**src/rtl/pfq_pkg.sv**
```systemverilog
package pfq_pkg;

  // Strobes issued by the control unit to the datapath each cycle.
  typedef struct packed {
    logic load;   // redirect: clear queue, load new segment/offset
    logic write;  // append returned byte, advance offset
    logic pop;    // remove head byte
  } pfqStrobe_t;

endpackage

```
**src/rtl/pfq_addr_gen.sv**
```systemverilog
module pfq_addr_gen #(
  parameter int SEG_W  = 16,
  parameter int OFF_W  = 16,
  parameter int ADDR_W = 20,
  parameter int SHIFT  = 4
) (
  input  logic [SEG_W-1:0]  codeSeg,
  input  logic [OFF_W-1:0]  fetchOff,
  output logic [ADDR_W-1:0] physAddr
);

  logic [ADDR_W-1:0] segBase;
  logic [ADDR_W-1:0] offExt;

  // Widen both operands to the address width; excess carry is dropped.
  always_comb begin
    segBase  = ADDR_W'(codeSeg) << SHIFT;
    offExt   = ADDR_W'(fetchOff);
    physAddr = segBase + offExt;
  end

endmodule

```
**src/rtl/pfq_ctrl.sv**
```systemverilog
module pfq_ctrl
  import pfq_pkg::*;
#(
  parameter int DEPTH = 6,
  localparam int CNT_W = $clog2(DEPTH + 1)
) (
  input  logic             clk,
  input  logic             rstN,
  input  logic             flushReq,
  input  logic             memAck,
  input  logic             popReq,
  input  logic [CNT_W-1:0] level,
  output logic             memReq,
  output pfqStrobe_t       strobe
);

  localparam logic [CNT_W-1:0] FULL_LVL = CNT_W'(DEPTH);

  logic             reqActive;
  logic             reqNext;
  logic [CNT_W-1:0] nextLevel;
  logic             queueEmpty;

  assign queueEmpty = (level == '0);
  assign memReq     = reqActive;

  // Strobe generation: redirect overrides both write and pop.
  always_comb begin
    strobe       = '0;
    strobe.load  = flushReq;
    strobe.write = reqActive && memAck && !flushReq;
    strobe.pop   = popReq && !queueEmpty && !flushReq;
  end

  // Occupancy after this cycle's write and pop, used to decide whether
  // the next request may go out without overfilling the queue.
  always_comb begin
    nextLevel = level + CNT_W'(strobe.write) - CNT_W'(strobe.pop);
  end

  always_comb begin
    if (flushReq) begin
      reqNext = 1'b0;
    end else if (reqActive && !memAck) begin
      reqNext = 1'b1;
    end else begin
      reqNext = (nextLevel < FULL_LVL);
    end
  end

  always_ff @(posedge clk or negedge rstN) begin
    if (!rstN) begin
      reqActive <= 1'b0;
    end else begin
      reqActive <= reqNext;
    end
  end

  AST_REQ_SPACE: assert property (@(posedge clk) disable iff (!rstN)
    memReq |-> (level < FULL_LVL));

  AST_REQ_HOLD: assert property (@(posedge clk) disable iff (!rstN)
    (memReq && !memAck && !flushReq) |=> memReq);

  AST_FLUSH_CLEARS: assert property (@(posedge clk) disable iff (!rstN)
    flushReq |=> (!memReq && level == '0));

  AST_EMPTY_POP: assert property (@(posedge clk) disable iff (!rstN)
    (queueEmpty && !(memReq && memAck)) |=> (level == '0));

  AST_OVERLAP: assert property (@(posedge clk) disable iff (!rstN)
    (memReq && memAck && popReq && !queueEmpty && !flushReq)
      |=> (level == $past(level)));

endmodule

```
**src/rtl/pfq_datapath.sv**
```systemverilog
module pfq_datapath
  import pfq_pkg::*;
#(
  parameter int DEPTH  = 6,
  parameter int DATA_W = 8,
  parameter int SEG_W  = 16,
  parameter int OFF_W  = 16,
  parameter logic [SEG_W-1:0] RESET_SEG = '1,
  parameter logic [OFF_W-1:0] RESET_OFF = '0,
  localparam int CNT_W = $clog2(DEPTH + 1),
  localparam int PTR_W = (DEPTH > 1) ? $clog2(DEPTH) : 1
) (
  input  logic              clk,
  input  logic              rstN,
  input  pfqStrobe_t        strobe,
  input  logic [SEG_W-1:0]  flushSeg,
  input  logic [OFF_W-1:0]  flushOff,
  input  logic [DATA_W-1:0] memData,
  output logic [SEG_W-1:0]  codeSeg,
  output logic [OFF_W-1:0]  fetchOff,
  output logic [CNT_W-1:0]  level,
  output logic [DATA_W-1:0] headByte
);

  localparam logic [PTR_W-1:0] LAST_SLOT = PTR_W'(DEPTH - 1);
  localparam logic [CNT_W-1:0] FULL_LVL  = CNT_W'(DEPTH);

  logic [DATA_W-1:0] slots [DEPTH];
  logic [PTR_W-1:0]  wrPtr;
  logic [PTR_W-1:0]  rdPtr;
  logic [PTR_W-1:0]  wrPtrInc;
  logic [PTR_W-1:0]  rdPtrInc;

  // Circular pointers wrap at DEPTH, which need not be a power of two.
  always_comb begin
    wrPtrInc = (wrPtr == LAST_SLOT) ? '0 : wrPtr + 1'b1;
    rdPtrInc = (rdPtr == LAST_SLOT) ? '0 : rdPtr + 1'b1;
  end

  // Fetch position: redirect loads, accepted byte advances the offset.
  always_ff @(posedge clk or negedge rstN) begin
    if (!rstN) begin
      codeSeg  <= RESET_SEG;
      fetchOff <= RESET_OFF;
    end else if (strobe.load) begin
      codeSeg  <= flushSeg;
      fetchOff <= flushOff;
    end else if (strobe.write) begin
      fetchOff <= fetchOff + 1'b1;
    end
  end

  // Pointer and occupancy bookkeeping.
  always_ff @(posedge clk or negedge rstN) begin
    if (!rstN) begin
      wrPtr <= '0;
      rdPtr <= '0;
      level <= '0;
    end else if (strobe.load) begin
      wrPtr <= '0;
      rdPtr <= '0;
      level <= '0;
    end else begin
      if (strobe.write) begin
        wrPtr <= wrPtrInc;
      end
      if (strobe.pop) begin
        rdPtr <= rdPtrInc;
      end
      level <= level + CNT_W'(strobe.write) - CNT_W'(strobe.pop);
    end
  end

  // Byte storage, one enable per slot.
  for (genvar s = 0; s < DEPTH; s++) begin : g_slot
    always_ff @(posedge clk) begin
      if (strobe.write && (wrPtr == PTR_W'(s))) begin
        slots[s] <= memData;
      end
    end
  end

  assign headByte = slots[rdPtr];

  AST_NO_OVERFLOW: assert property (@(posedge clk) disable iff (!rstN)
    level <= FULL_LVL);

  AST_OFF_STEP: assert property (@(posedge clk) disable iff (!rstN)
    (strobe.write && !strobe.load) |=> (fetchOff == $past(fetchOff) + 1'b1));

  AST_SEG_KEEP: assert property (@(posedge clk) disable iff (!rstN)
    !strobe.load |=> $stable(codeSeg));

endmodule

```
**src/rtl/prefetch_queue.sv**
```systemverilog
module prefetch_queue
  import pfq_pkg::*;
#(
  parameter int DEPTH  = 6,
  parameter int DATA_W = 8,
  parameter int SEG_W  = 16,
  parameter int OFF_W  = 16,
  parameter int ADDR_W = 20,
  parameter int SHIFT  = 4,
  parameter logic [SEG_W-1:0] RESET_SEG = '1,
  parameter logic [OFF_W-1:0] RESET_OFF = '0,
  localparam int CNT_W = $clog2(DEPTH + 1)
) (
  input  logic              clk,
  input  logic              rstN,
  input  logic              flushReq,
  input  logic [SEG_W-1:0]  flushSeg,
  input  logic [OFF_W-1:0]  flushOff,
  output logic              memReq,
  output logic [ADDR_W-1:0] memAddr,
  input  logic              memAck,
  input  logic [DATA_W-1:0] memData,
  input  logic              popReq,
  output logic              byteValid,
  output logic [DATA_W-1:0] byteOut,
  output logic [CNT_W-1:0]  qLevel
);

  pfqStrobe_t       strobe;
  logic [SEG_W-1:0] codeSeg;
  logic [OFF_W-1:0] fetchOff;
  logic [CNT_W-1:0] level;

  pfq_ctrl #(
    .DEPTH (DEPTH)
  ) i_ctrl (
    .clk      (clk),
    .rstN     (rstN),
    .flushReq (flushReq),
    .memAck   (memAck),
    .popReq   (popReq),
    .level    (level),
    .memReq   (memReq),
    .strobe   (strobe)
  );

  pfq_datapath #(
    .DEPTH     (DEPTH),
    .DATA_W    (DATA_W),
    .SEG_W     (SEG_W),
    .OFF_W     (OFF_W),
    .RESET_SEG (RESET_SEG),
    .RESET_OFF (RESET_OFF)
  ) i_datapath (
    .clk      (clk),
    .rstN     (rstN),
    .strobe   (strobe),
    .flushSeg (flushSeg),
    .flushOff (flushOff),
    .memData  (memData),
    .codeSeg  (codeSeg),
    .fetchOff (fetchOff),
    .level    (level),
    .headByte (byteOut)
  );

  pfq_addr_gen #(
    .SEG_W  (SEG_W),
    .OFF_W  (OFF_W),
    .ADDR_W (ADDR_W),
    .SHIFT  (SHIFT)
  ) i_addr_gen (
    .codeSeg  (codeSeg),
    .fetchOff (fetchOff),
    .physAddr (memAddr)
  );

  assign byteValid = (level != '0);
  assign qLevel    = level;

  AST_ADDR_HOLD: assert property (@(posedge clk) disable iff (!rstN)
    (memReq && !memAck && !flushReq) |=> $stable(memAddr));

endmodule

```
**config.mk**
```make
export PLATFORM = sky130hd
export DESIGN_NAME = prefetch_queue
export DESIGN_NICKNAME = d
export VERILOG_FILES = /design/src/rtl/pfq_pkg.sv /design/src/rtl/pfq_addr_gen.sv /design/src/rtl/pfq_ctrl.sv /design/src/rtl/pfq_datapath.sv /design/src/rtl/prefetch_queue.sv
export SDC_FILE = /design/constraint.sdc
export NUM_CORES = 1
export LEC_CHECK = 0
export ABC_AREA = 1
export BUFFER_PORTS_ARGS = -buffer_cell sky130_fd_sc_hd__buf_2
export CAP_MARGIN = 20
export CELL_PAD_IN_SITES_DETAIL_PLACEMENT = 1
export CELL_PAD_IN_SITES_GLOBAL_PLACEMENT = 1
export CORE_MARGIN = 4
export CORE_UTILIZATION = 35
export DETAILED_ROUTE_END_ITERATION = 8
export HOLD_SLACK_MARGIN = 0.02
export PLACE_DENSITY_LB_ADDON = 0.1
export SYNTH_ARGS = -nofsm -noshare
export SYNTH_HDL_FRONTEND = slang
export SYNTH_SLANG_ARGS = --single-unit
```
**constraint.sdc**
```tcl
create_clock -name clk -period 2.2 [get_ports clk]
set_input_delay 0.11 -clock clk [delete_from_list [all_inputs] [get_ports clk]]
set_output_delay 0.11 -clock clk [all_outputs]
set_load 0.005 [all_outputs]
```
==> Word-level counts from Yosys, hierarchy flattened <==
Memory sizes are Yosys's and may differ from the RTL's.
Cells that the tools add are included.
{ "word_totals": {"regBits": 42, "ram_bits": 48, "inputBits": 45, "out_inout_bits": 33, "wordCells": 82, "memories": 1} }
{ "op_classes": {"n_addsub": 6, "magnitude_cmp": 1, "eq_ne": 6, "mux": 38, "n_reduce_logical": 24} }
{ "memory_table": {"columns": ["name", "words", "width", "rd", "rd_ports_with_merged_regs", "write_ports", "line", "rtl"], "rows": [
  ["i_datapath.slots", 6, 8, 1, 0, 1, "pfq_datapath.sv:28", "logic [DATA_W-1:0] slots [DEPTH];"]
]} }
{ "op_table": {"columns": ["op", "n"], "rows": [
  ["two-way mux 8 bit", 5],
  ["OR reduction 8 bit", 5],
  ["two-way mux 3 bit", 12],
  ["two-way mux 16 bit", 2],
  ["adder 20 x 16 -> 20 bit", 1],
  ["two-way mux 1 bit", 19],
  ["adder 16 x 1 -> 16 bit, second input constant", 1],
  ["logical AND 1 bit", 11],
  ["equality test 3 bit, second input constant", 3],
  ["adder 3 x 1 -> 3 bit, second input constant", 2],
  ["equality test 3 x 2 -> 1 bit, second input constant", 2],
  ["logical NOT 3 bit", 2],
  ["nonzero test 2 bit", 2],
  ["adder 3 x 1 -> 3 bit", 1],
  ["equality test 3 x 1 -> 1 bit, second input constant", 1],
  ["logical NOT 1 bit", 3],
  ["< comparator 3 bit, second input constant", 1],
  ["nonzero test 3 bit", 1],
  ["subtractor 3 x 1 -> 3 bit", 1]
]} }

==> Depth between registers and ports, before layout <==
Gate-level depths: netlist of run 1.
{ "depth": {"depth_word": 11, "mapped_depth": 12, "ltp_nobuf": 12} }

==> By module <==
From an unflattened synthesis of run 1, not the netlist that was laid out.
{ "hier_totals": {"hier_cells": 600, "hier_area_um2": 5056.1} }
{ "modules_own_cells": {"columns": ["module", "n_inst", "cells_per_inst", "area_per_inst_um2", "seq_area_each_um2"], "rows": [
  ["pfq_datapath", 1, 405, 4008.8, 2487.4],
  ["pfq_addr_gen", 1, 168, 862.1, 0.0],
  ["pfq_ctrl", 1, 24, 173.9, 25.0],
  ["prefetch_queue", 1, 3, 11.3, 0.0]
]} }

==> Worst setup path after synthesis of run 1 <==
No wires, ideal clock.
{ "synth_timing": {"path_kind": "register -> register", "from": "register i_datapath.level[1]", "to": "register i_ctrl.reqActive, in the netlist i_ctrl.memReq", "setup_time_ns": 0.117, "t_arrival_ns": 2.019, "t_required_ns": 2.083, "path_slack_ns": 0.064, "stages_incl_launch_ff": 13, "path_buffers": 0, "period_less_slack_ns": 2.136, "cell_sequence": "dfrtp_1 nor2_1 nand2_1 nand3_1 inv_1 ha_1 inv_1 ha_1 inv_1 fa_1 o21bai_1 o21ai_1 inv_1"} }
{ "synth_between": {"elab_chain_len": 8, "elab_cells_between_ends": 9, "cone_classes": "add/sub (2); order compare (1); mux (2); reduce/logical (4)"} }
{ "synth_rtl": {"columns": ["element", "line", "rtl"], "rows": [
  ["from (decl)", "pfq_datapath.sv:21", "output logic [CNT_W-1:0] level,"],
  ["from (signal assigned)", "pfq_datapath.sv:70", "level <= level + CNT_W'(strobe.write) - CNT_W'(strobe.pop);"],
  ["branches (longest 4 deep; another with adder 3 x 1 -> 3 bit)", null, null],
  ["subtractor 3 x 1 -> 3 bit *", "pfq_ctrl.sv:38", "nextLevel = level + CNT_W'(strobe.write) - CNT_W'(strobe.pop);"],
  ["< comparator 3 bit *", "pfq_ctrl.sv:47", "reqNext = (nextLevel < FULL_LVL);"],
  ["two-way mux 1 bit *", "pfq_ctrl.sv:44", "end else if (reqActive && !memAck) begin"],
  ["two-way mux 1 bit *", "pfq_ctrl.sv:42", "if (flushReq) begin"],
  ["via i_ctrl.reqNext", "pfq_ctrl.sv:20", "logic reqNext;"],
  ["to (signal assigned)", "pfq_ctrl.sv:55", "reqActive <= reqNext;"],
  ["to (decl)", "pfq_ctrl.sv:19", "logic reqActive;"]
]} }
Mark *: on every way through the listed nets, which the timed path passes.
A chain may end at the register's enable or synchronous reset.

==> Final worst setup path of run 1 <==
{ "layout_timing": {"from": "register i_datapath.level[2]", "to": "register i_ctrl.reqActive, in the netlist i_ctrl.memReq"} }
The elaborated chain is that of the path after synthesis.

==> results of run 1 <==
==> timing repair <==
item / in CTS / in global routing
hold buffers: 34 / 0
endpoints found under the setup margin: 6 / 12
resized for setup: 4 / 30
pin swaps: 1 / 6
endpoints found under the hold margin: 78 / 0
setup buffers: 1 / 3
==> cell usage after synthesis, types with 7 or more instances <==
master	n	share of area, %
sky130_fd_sc_hd__a21oi_1	13	1.3
sky130_fd_sc_hd__o211ai_1	7	1.1
sky130_fd_sc_hd__nor2_1	44	3.3
sky130_fd_sc_hd__nand2_1	211	16
sky130_fd_sc_hd__ha_1	16	4.0
sky130_fd_sc_hd__o21ai_1	17	1.7
sky130_fd_sc_hd__nor3_1	8	0.81
sky130_fd_sc_hd__dfrtp_1	26	13
sky130_fd_sc_hd__dfstp_2	16	8.5
sky130_fd_sc_hd__xor2_1	10	1.8
sky130_fd_sc_hd__o21ai_0	16	1.6
sky130_fd_sc_hd__edfxtp_1	48	29
sky130_fd_sc_hd__inv_2	12	0.91
sky130_fd_sc_hd__inv_1	62	4.7
sky130_fd_sc_hd__nand3_1	34	3.4
sky130_fd_sc_hd__buf_2	15	1.5
==> path summary, 6_finish.rpt <==
check | from | endpoint | slack (ns) | depth (start not counted)
min in group asynchronous | rstN | i_datapath.level[2] | 0.25 | 2
worst min register to register | i_datapath.codeSeg[11] | i_datapath.codeSeg[11] | 0.47 | 2
worst max register to register | i_datapath.level[2] | i_ctrl.memReq | 0.02 | 12
max in group asynchronous | rstN | i_datapath.codeSeg[7] | 1.31 | 3
worst min-delay path | flushOff[10] | i_datapath.fetchOff[10] | 0.06 | 5
worst max-delay path | i_datapath.level[2] | i_ctrl.memReq | 0.02 | 12
==> kinds of logic (layout without fill, tap and decap cells) <==
| kind of cell | count (synthesis) | after routing |
|---|---|---|
| buf+inv | 97 | 223 |
| flops | 90 | 90 |
| simple gates | 315 | 315 |
| fa+ha+maj | 18 | 18 |
| xor+xnor | 13 | 13 |
| compound gates | 64 | 64 |
==> flip-flops by register name (all words and copies together), names as in the netlist <==
name and cells:
i_datapath.slots 48, i_datapath.level 3, i_datapath.rdPtr 3, i_ctrl.memReq 1, i_datapath.codeSeg 16, i_datapath.fetchOff 16, i_datapath.wrPtr 3
==> layer usage <==
layer,track usage (%),routed length (um),up-vias
met5,0,0,-
met4,4.35,187,0
met3,3.16,378,17
met2,32.5,7410,60
met1,23.4,6390,2107
li1,-,-,2165
==> where the power goes <==
part	internal [mW]	switching, mW	total, mW
logic	0.686	0.911	1.60
clock network	0.808	0.696	1.50
registers	1.91	0.138	2.05
==> final cells by class <==
type                            instances  area [um^2]
Multi-Input combinational cell        410         2180
Tap cell                              180          225
Clock inverter                          6         47.5
Clock buffer                           10          239
Timing Repair Buffer                  133          891
Inverter                               74          278
Fill cell                            1686         7510
Sequential cell                        90         2520
==> worst min-delay path: cells and delay by family <==
family,cells,cell delay (ns)
buffers and inverters,2,0.11
and+or+nand+nor,2,0.09
AOI/OAI and AO/OA,1,0.06
==> summary.json, run 1 <==
{
  "critPathArrivalTime": {"value": 2.42, "unit": "ns"},
  "path_buf_inv": {"value": 4},
  "grt_setup_unrepaired": {"value": "true"},
  "cts_tree": {"value": "done"},
  "leakage_power_summed_over_all_cells": {"value": 2.93, "unit": "nW"},
  "cts_root_buffer": {"value": "sky130_fd_sc_hd__clkbuf_16"},
  "clk_latency": {"value": 0.35, "unit": "ns"},
  "cp_cell_sequence": {"value": "nor2_1 -> nand2_1 -> nand3_2 -> inv_2 -> ha_4 -> inv_1 -> ha_2 -> inv_2 -> fa_1 -> o21bai_1 -> o21ai_1 -> inv_1"},
  "area_growth": {"value": 28.7, "unit": "%"},
  "finClkSkew": {"value": 0.00452, "unit": "ns"},
  "clkSlewWorstSetupHoldPaths": {"value": 0.07, "unit": "ns"},
  "synth_fp_nets": {"value": 660},
  "detailedRoute.firstIterationViolations": {"value": 179},
  "synth_sequential_area_ratio": {"value": 50.8, "unit": "%"},
  "path_delay_family": {"value": "adder cells"},
  "cp-start-kind": {"value": "register"},
  "grt_first_pass_wirelength": {"value": 23200, "unit": "um"},
  "postSynth.topFlopCell": {"value": "sky130_fd_sc_hd__edfxtp_1"},
  "dp_slack": {"value": -0.00147, "unit": "ns"},
  "design.final.nets": {"value": 781},
  "n_antenna_cell": {"value": 0},
  "initial_utilization": {"value": 35.7, "unit": "%"},
  "mux_cell_area_share_after_synthesis": {"value": 0, "unit": "%"},
  "compound_gate_fraction_of_synth_area": {"value": 7.58, "unit": "%"},
  "post_drt_via_cell_ratio": {"value": 4.82},
  "remaining_number_of_nets_flagged_by_the_antenna_check_after_routing": {"value": 0},
  "worstPathRequired": {"value": 2.44, "unit": "ns"},
  "synth-simple-area-share": {"value": 26.2, "unit": "%"},
  "synth-warning-count": {"value": 0},
  "fp.coreArea": {"value": 13900, "unit": "um^2"},
  "layout.cell_area.non_filler": {"value": 6370, "unit": "um^2"},
  "grt_start_max_net_pins": {"value": 38},
  "final_hold_viol_count": {"value": 0},
  "critical_path.slowest_cell": {"value": "sky130_fd_sc_hd__fa_1"},
  "syn_avg_cell_area": {"value": 8.29, "unit": "um^2"},
  "finalCritPeriodShare": {"value": 99.0, "unit": "%"},
  "fin_tns_setup": {"value": 0, "unit": "ns"},
  "synthXorXnorAreaFrac": {"value": 2.30, "unit": "%"},
  "cp-end-kind": {"value": "register"},
  "fmax": {"value": 0.459, "unit": "GHz"},
  "synthAdderAreaFrac": {"value": 4.85, "unit": "%"},
  "number_of_antenna_violations_at_the_first_check_in_global_routing": {"value": 0},
  "placementRows": {"value": 43},
  "number_of_cts_inserted_buffers": {"value": 9},
  "cts.sinks": {"value": 90},
  "cts-htree-levels": {"value": 3},
  "routedWlPerCell": {"value": 15.9, "unit": "um"},
  "most_frequent_standard_cell_in_the_layout_excluding_fill_and_tap_cells": {"value": "sky130_fd_sc_hd__nand2_1"},
  "finalSetupViolations": {"value": 0},
  "grtUsageTotal": {"value": 18.3, "unit": "%"},
  "synth_enable_flop_cells": {"value": 48},
  "placement.io_buffers": {"value": 77},
  "peakVddDrop": {"value": 0.000312, "unit": "V"},
  "length_of_the_first_detailed_routing_pass_in_iterations": {"value": 4},
  "min-delay-path-class": {"value": "in -> reg"},
  "final.hold.worst_slack": {"value": 0.0564, "unit": "ns"},
  "instances_no_fill": {"value": 903},
  "synth_cells": {"value": 597},
  "power.density_cell_area": {"value": 808, "unit": "nW/um^2"},
  "slew_headroom": {"value": 67.1, "unit": "%"},
  "fp.dieArea": {"value": 16100, "unit": "um^2"},
  "detailroute.via_count": {"value": 4349},
  "grt_overflow": {"value": 0},
  "max_slew.worst_pin.slew": {"value": 0.493, "unit": "ns"},
  "worstPathMaxFanout": {"value": 3},
  "cts_max_path_buffers": {"value": 2},
  "die_extent_in_x": {"value": 127, "unit": "um"},
  "grt_pass1_vias": {"value": 4570},
  "place_hpwl": {"value": 10300, "unit": "um"},
  "finalWirelength": {"value": 14400, "unit": "um"},
  "design_power_total": {"value": 5.15, "unit": "mW"},
  "timing.final.ws_setup": {"value": 0.0219, "unit": "ns"},
  "path_class": {"value": "reg -> reg"},
  "main_combinational_cell_family_by_area_after_synthesis": {"value": "simple AND/OR/NAND/NOR gates"},
  "remaining_drc_errors": {"value": 0},
  "die_h": {"value": 127, "unit": "um"},
  "share_of_layout_cells_above_drive_strength_1": {"value": 25.2, "unit": "%"},
  "mostFrequentLayoutCells": {"value": "205 x sky130_fd_sc_hd__nand2_1, 77 x sky130_fd_sc_hd__buf_2, 60 x sky130_fd_sc_hd__inv_1"},
  "place_inst": {"value": 849},
  "finalCriticalPeriod": {"value": 2.18, "unit": "ns"},
  "replace_congestion": {"value": 0.788},
  "synth_cell_types": {"value": 37},
  "run_status": {"value": "finished, final reports clean"},
  "layout.core_utilization": {"value": 45.9, "unit": "%"},
  "post_synth_instance_area": {"value": 4950, "unit": "um^2"},
  "ios": {"value": 78},
  "ys_seq_elements": {"value": 90},
  "place_area": {"value": 5560, "unit": "um^2"},
  "synthArstFlopShare": {"value": 46.7, "unit": "%"},
  "cp_slowest_stage_delay": {"value": 0.48, "unit": "ns"},
  "report.final.slew_viol_count": {"value": 0},
  "max_capacitance_violation_count": {"value": 0}
}
Note: power is estimated with default switching activity, not from simulation.
==> inputs of run 2 (changes only) <==
- PLACE_DENSITY: default -> 0.7
- PLACE_DENSITY_LB_ADDON: 0.1 -> default
==> run 2 against run 1 <==
Effect of this change:
- sequential share of layout area down 0.95 points
- hold slack got worse by 0.021 ns
- setup slack lost 0.0073 ns
- clock skew about the same
- critical path type unchanged
==> summary.json, run 2 (same netlist as run 1, synthesis figures left out) <==
{
  "ios": {"value": 78},
  "min-delay-path-class": {"value": "in -> reg"},
  "peakVddDrop": {"value": 0.000448, "unit": "V"},
  "detailroute.via_count": {"value": 4474},
  "combinational_power_share": {"value": 32.3, "unit": "%"},
  "biggestRegsByFlops": {"value": "i_datapath.slots (48), i_datapath.codeSeg (16), i_datapath.fetchOff (16)"},
  "cp_cell_sequence": {"value": "nor2_1 -> nand2_1 -> nand3_2 -> inv_2 -> ha_4 -> inv_4 -> ha_4 -> inv_2 -> fa_1 -> o21bai_1 -> o21ai_1 -> inv_1"},
  "grt_start_max_net_pins": {"value": 38},
  "grt_pass1_vias": {"value": 4734},
  "replace_congestion": {"value": 0.880},
  "run_status": {"value": "finished, final reports clean"},
  "die_h": {"value": 127, "unit": "um"},
  "report.final.slew_viol_count": {"value": 0},
  "grt_overflow": {"value": 0},
  "grt_first_pass_wirelength": {"value": 23900, "unit": "um"},
  "cts_tree": {"value": "done"},
  "clk_latency": {"value": 0.36, "unit": "ns"},
  "cts.sinks": {"value": 90},
  "largest_register_ff_count": {"value": 48},
  "placementRows": {"value": 43},
  "cp-start-kind": {"value": "register"},
  "final.hold.worst_slack": {"value": 0.0358, "unit": "ns"},
  "slew_headroom": {"value": 70.2, "unit": "%"},
  "finalWirelength": {"value": 14700, "unit": "um"},
  "n_antenna_cell": {"value": 0},
  "finalCritPeriodShare": {"value": 99.3, "unit": "%"},
  "layout.core_utilization": {"value": 47.0, "unit": "%"},
  "grtUsageTotal": {"value": 19.0, "unit": "%"},
  "p_clk_share": {"value": 29.2, "unit": "%"},
  "remaining_drc_errors": {"value": 0},
  "place_hpwl": {"value": 10500, "unit": "um"},
  "grt_setup_unrepaired": {"value": "true"},
  "fp.coreArea": {"value": 13900, "unit": "um^2"},
  "design_power_total": {"value": 5.36, "unit": "mW"},
  "max_flop_register": {"value": "i_datapath.slots"},
  "remaining_number_of_nets_flagged_by_the_antenna_check_after_routing": {"value": 0},
  "length_of_the_first_detailed_routing_pass_in_iterations": {"value": 4},
  "path_class": {"value": "reg -> reg"},
  "die_extent_in_x": {"value": 127, "unit": "um"},
  "cts_max_path_buffers": {"value": 2},
  "detailedRoute.firstIterationViolations": {"value": 276},
  "switching_share": {"value": 35.2, "unit": "%"},
  "critical_path.slowest_cell": {"value": "sky130_fd_sc_hd__fa_1"},
  "power_frac_seq": {"value": 38.4, "unit": "%"},
  "fmax": {"value": 0.458, "unit": "GHz"},
  "post_drt_via_cell_ratio": {"value": 4.92},
  "critPathArrivalTime": {"value": 2.43, "unit": "ns"},
  "fp.dieArea": {"value": 16100, "unit": "um^2"},
  "cell_internal_pwr": {"value": 3.48, "unit": "mW"},
  "power.density_cell_area": {"value": 821, "unit": "nW/um^2"},
  "number_of_cts_inserted_buffers": {"value": 9},
  "initial_utilization": {"value": 35.7, "unit": "%"},
  "mostFrequentLayoutCells": {"value": "199 x sky130_fd_sc_hd__nand2_1, 77 x sky130_fd_sc_hd__buf_2, 58 x sky130_fd_sc_hd__inv_1"},
  "multi_input_comb_area": {"value": 2270, "unit": "um^2"},
  "final.fill_count": {"value": 1634},
  "total_switching_power": {"value": 1.88, "unit": "mW"},
  "ff_latch_area": {"value": 2510, "unit": "um^2"},
  "final_hold_viol_count": {"value": 0},
  "worstPathMaxFanout": {"value": 2},
  "design.final.nets": {"value": 788},
  "finalCriticalPeriod": {"value": 2.19, "unit": "ns"},
  "cp-end-kind": {"value": "register"},
  "cts-htree-levels": {"value": 3},
  "max_capacitance_violation_count": {"value": 0},
  "cts_root_buffer": {"value": "sky130_fd_sc_hd__clkbuf_16"},
  "leakage_power_summed_over_all_cells": {"value": 2.98, "unit": "nW"},
  "share_of_layout_cells_above_drive_strength_1": {"value": 27.9, "unit": "%"},
  "placement.io_buffers": {"value": 77},
  "worstPathRequired": {"value": 2.45, "unit": "ns"},
  "finClkSkew": {"value": 0.00458, "unit": "ns"},
  "most_frequent_standard_cell_in_the_layout_excluding_fill_and_tap_cells": {"value": "sky130_fd_sc_hd__nand2_1"},
  "cp_slowest_stage_delay": {"value": 0.42, "unit": "ns"},
  "finalSetupViolations": {"value": 0},
  "number_of_antenna_violations_at_the_first_check_in_global_routing": {"value": 0},
  "routedWlPerCell": {"value": 16.2, "unit": "um"},
  "clkSlewWorstSetupHoldPaths": {"value": 0.07, "unit": "ns"},
  "max_slew.worst_pin.slew": {"value": 0.446, "unit": "ns"},
  "area_growth": {"value": 31.9, "unit": "%"}
}
[run 2: cell types whose count changed in the layout (fill, tap and decap cells not counted), moves of 3 or more]
| cell | before | now |
|---|---|---|
| sky130_fd_sc_hd__nand2_2 | 9 | 16 |
| sky130_fd_sc_hd__inv_8 | 0 | 3 |
| sky130_fd_sc_hd__buf_4 | 22 | 31 |
| sky130_fd_sc_hd__ha_4 | 7 | 12 |
| sky130_fd_sc_hd__nand3_1 | 32 | 29 |
| sky130_fd_sc_hd__ha_2 | 4 | 0 |
| sky130_fd_sc_hd__nand2_1 | 205 | 199 |
[run 2: path summary, 6_finish.rpt]
check	startpoint	to	slack, ns	cells past startpoint
min in group asynchronous	rstN	i_datapath.fetchOff[11]	0.23	2
setup / recovery	i_datapath.level[1]	i_ctrl.memReq	0.01	12
hold / removal	flushOff[5]	i_datapath.fetchOff[5]	0.04	3
setup reg to reg	i_datapath.level[1]	i_ctrl.memReq	0.01	12
max in group asynchronous	rstN	i_datapath.codeSeg[4]	1.31	3
hold reg to reg	i_datapath.codeSeg[11]	i_datapath.codeSeg[11]	0.48	2
[run 2: power by group through the flow]
stage | clock, mW | sequential, mW | combinational, mW
2_1_floorplan | 0 | 2.03 | 0.911
3_3_place_gp | 0 | 2.06 | 1.41
3_5_place_dp | 0 | 2.07 | 1.46
4_1_cts | 1.60 | 2.04 | 1.59
5_1_grt | 1.69 | 2.08 | 1.96
6_report | 1.57 | 2.06 | 1.73
[run 2: repair_timing]
| item | in CTS | in global routing |
|---|---|---|
| endpoints found under the setup margin | 8 | 10 |
| setup buffers | 6 | 4 |
| pin swaps | 7 | 7 |
| gates resized for setup | 15 | 35 |
| hold buffers | 32 | 0 |
| endpoints found under the hold margin | 85 | 0 |
[run 2: layout make-up]
cell class	instances	share of cell area (%)
repair buffers	140	14.4
flip-flops and latches	90	38.5
multi-input cells	410	34.7
well taps	180	3.45
clock inverters	7	1.17
inverters	74	4.29
clock buffers	9	3.45
[run 2: stage by stage]
step	setup TNS [ns]	setup WS [ns]	area (um^2)	cells
finish	0	0.0146	6530	910
detailed placement	-0.0419	-0.0419	5580	852
floorplan	0	0.0643	4950	597
global placement	0	0.0911	5580	852
global route	-0.291	-0.136	6530	910
CTS	0	0.00178	6310	906
[run 2: layer usage]
metal / routed length [um] / vias to the layer above / track usage, %
met5: 0 / - / 0
met3: 681 / 17 / 4.76
li1: - / 2175 / -
met2: 7660 / 98 / 33.8
met1: 6210 / 2184 / 22.7
met4: 198 / 0 / 5.11
[run 2: critical path: cells and delay by family, from the launching register on]
kind	cells	cell delay [ns]
flops	1	0.40
simple gates	3	0.31
fa+ha+maj	3	0.83
compound gates	2	0.34
buf+inv	4	0.20
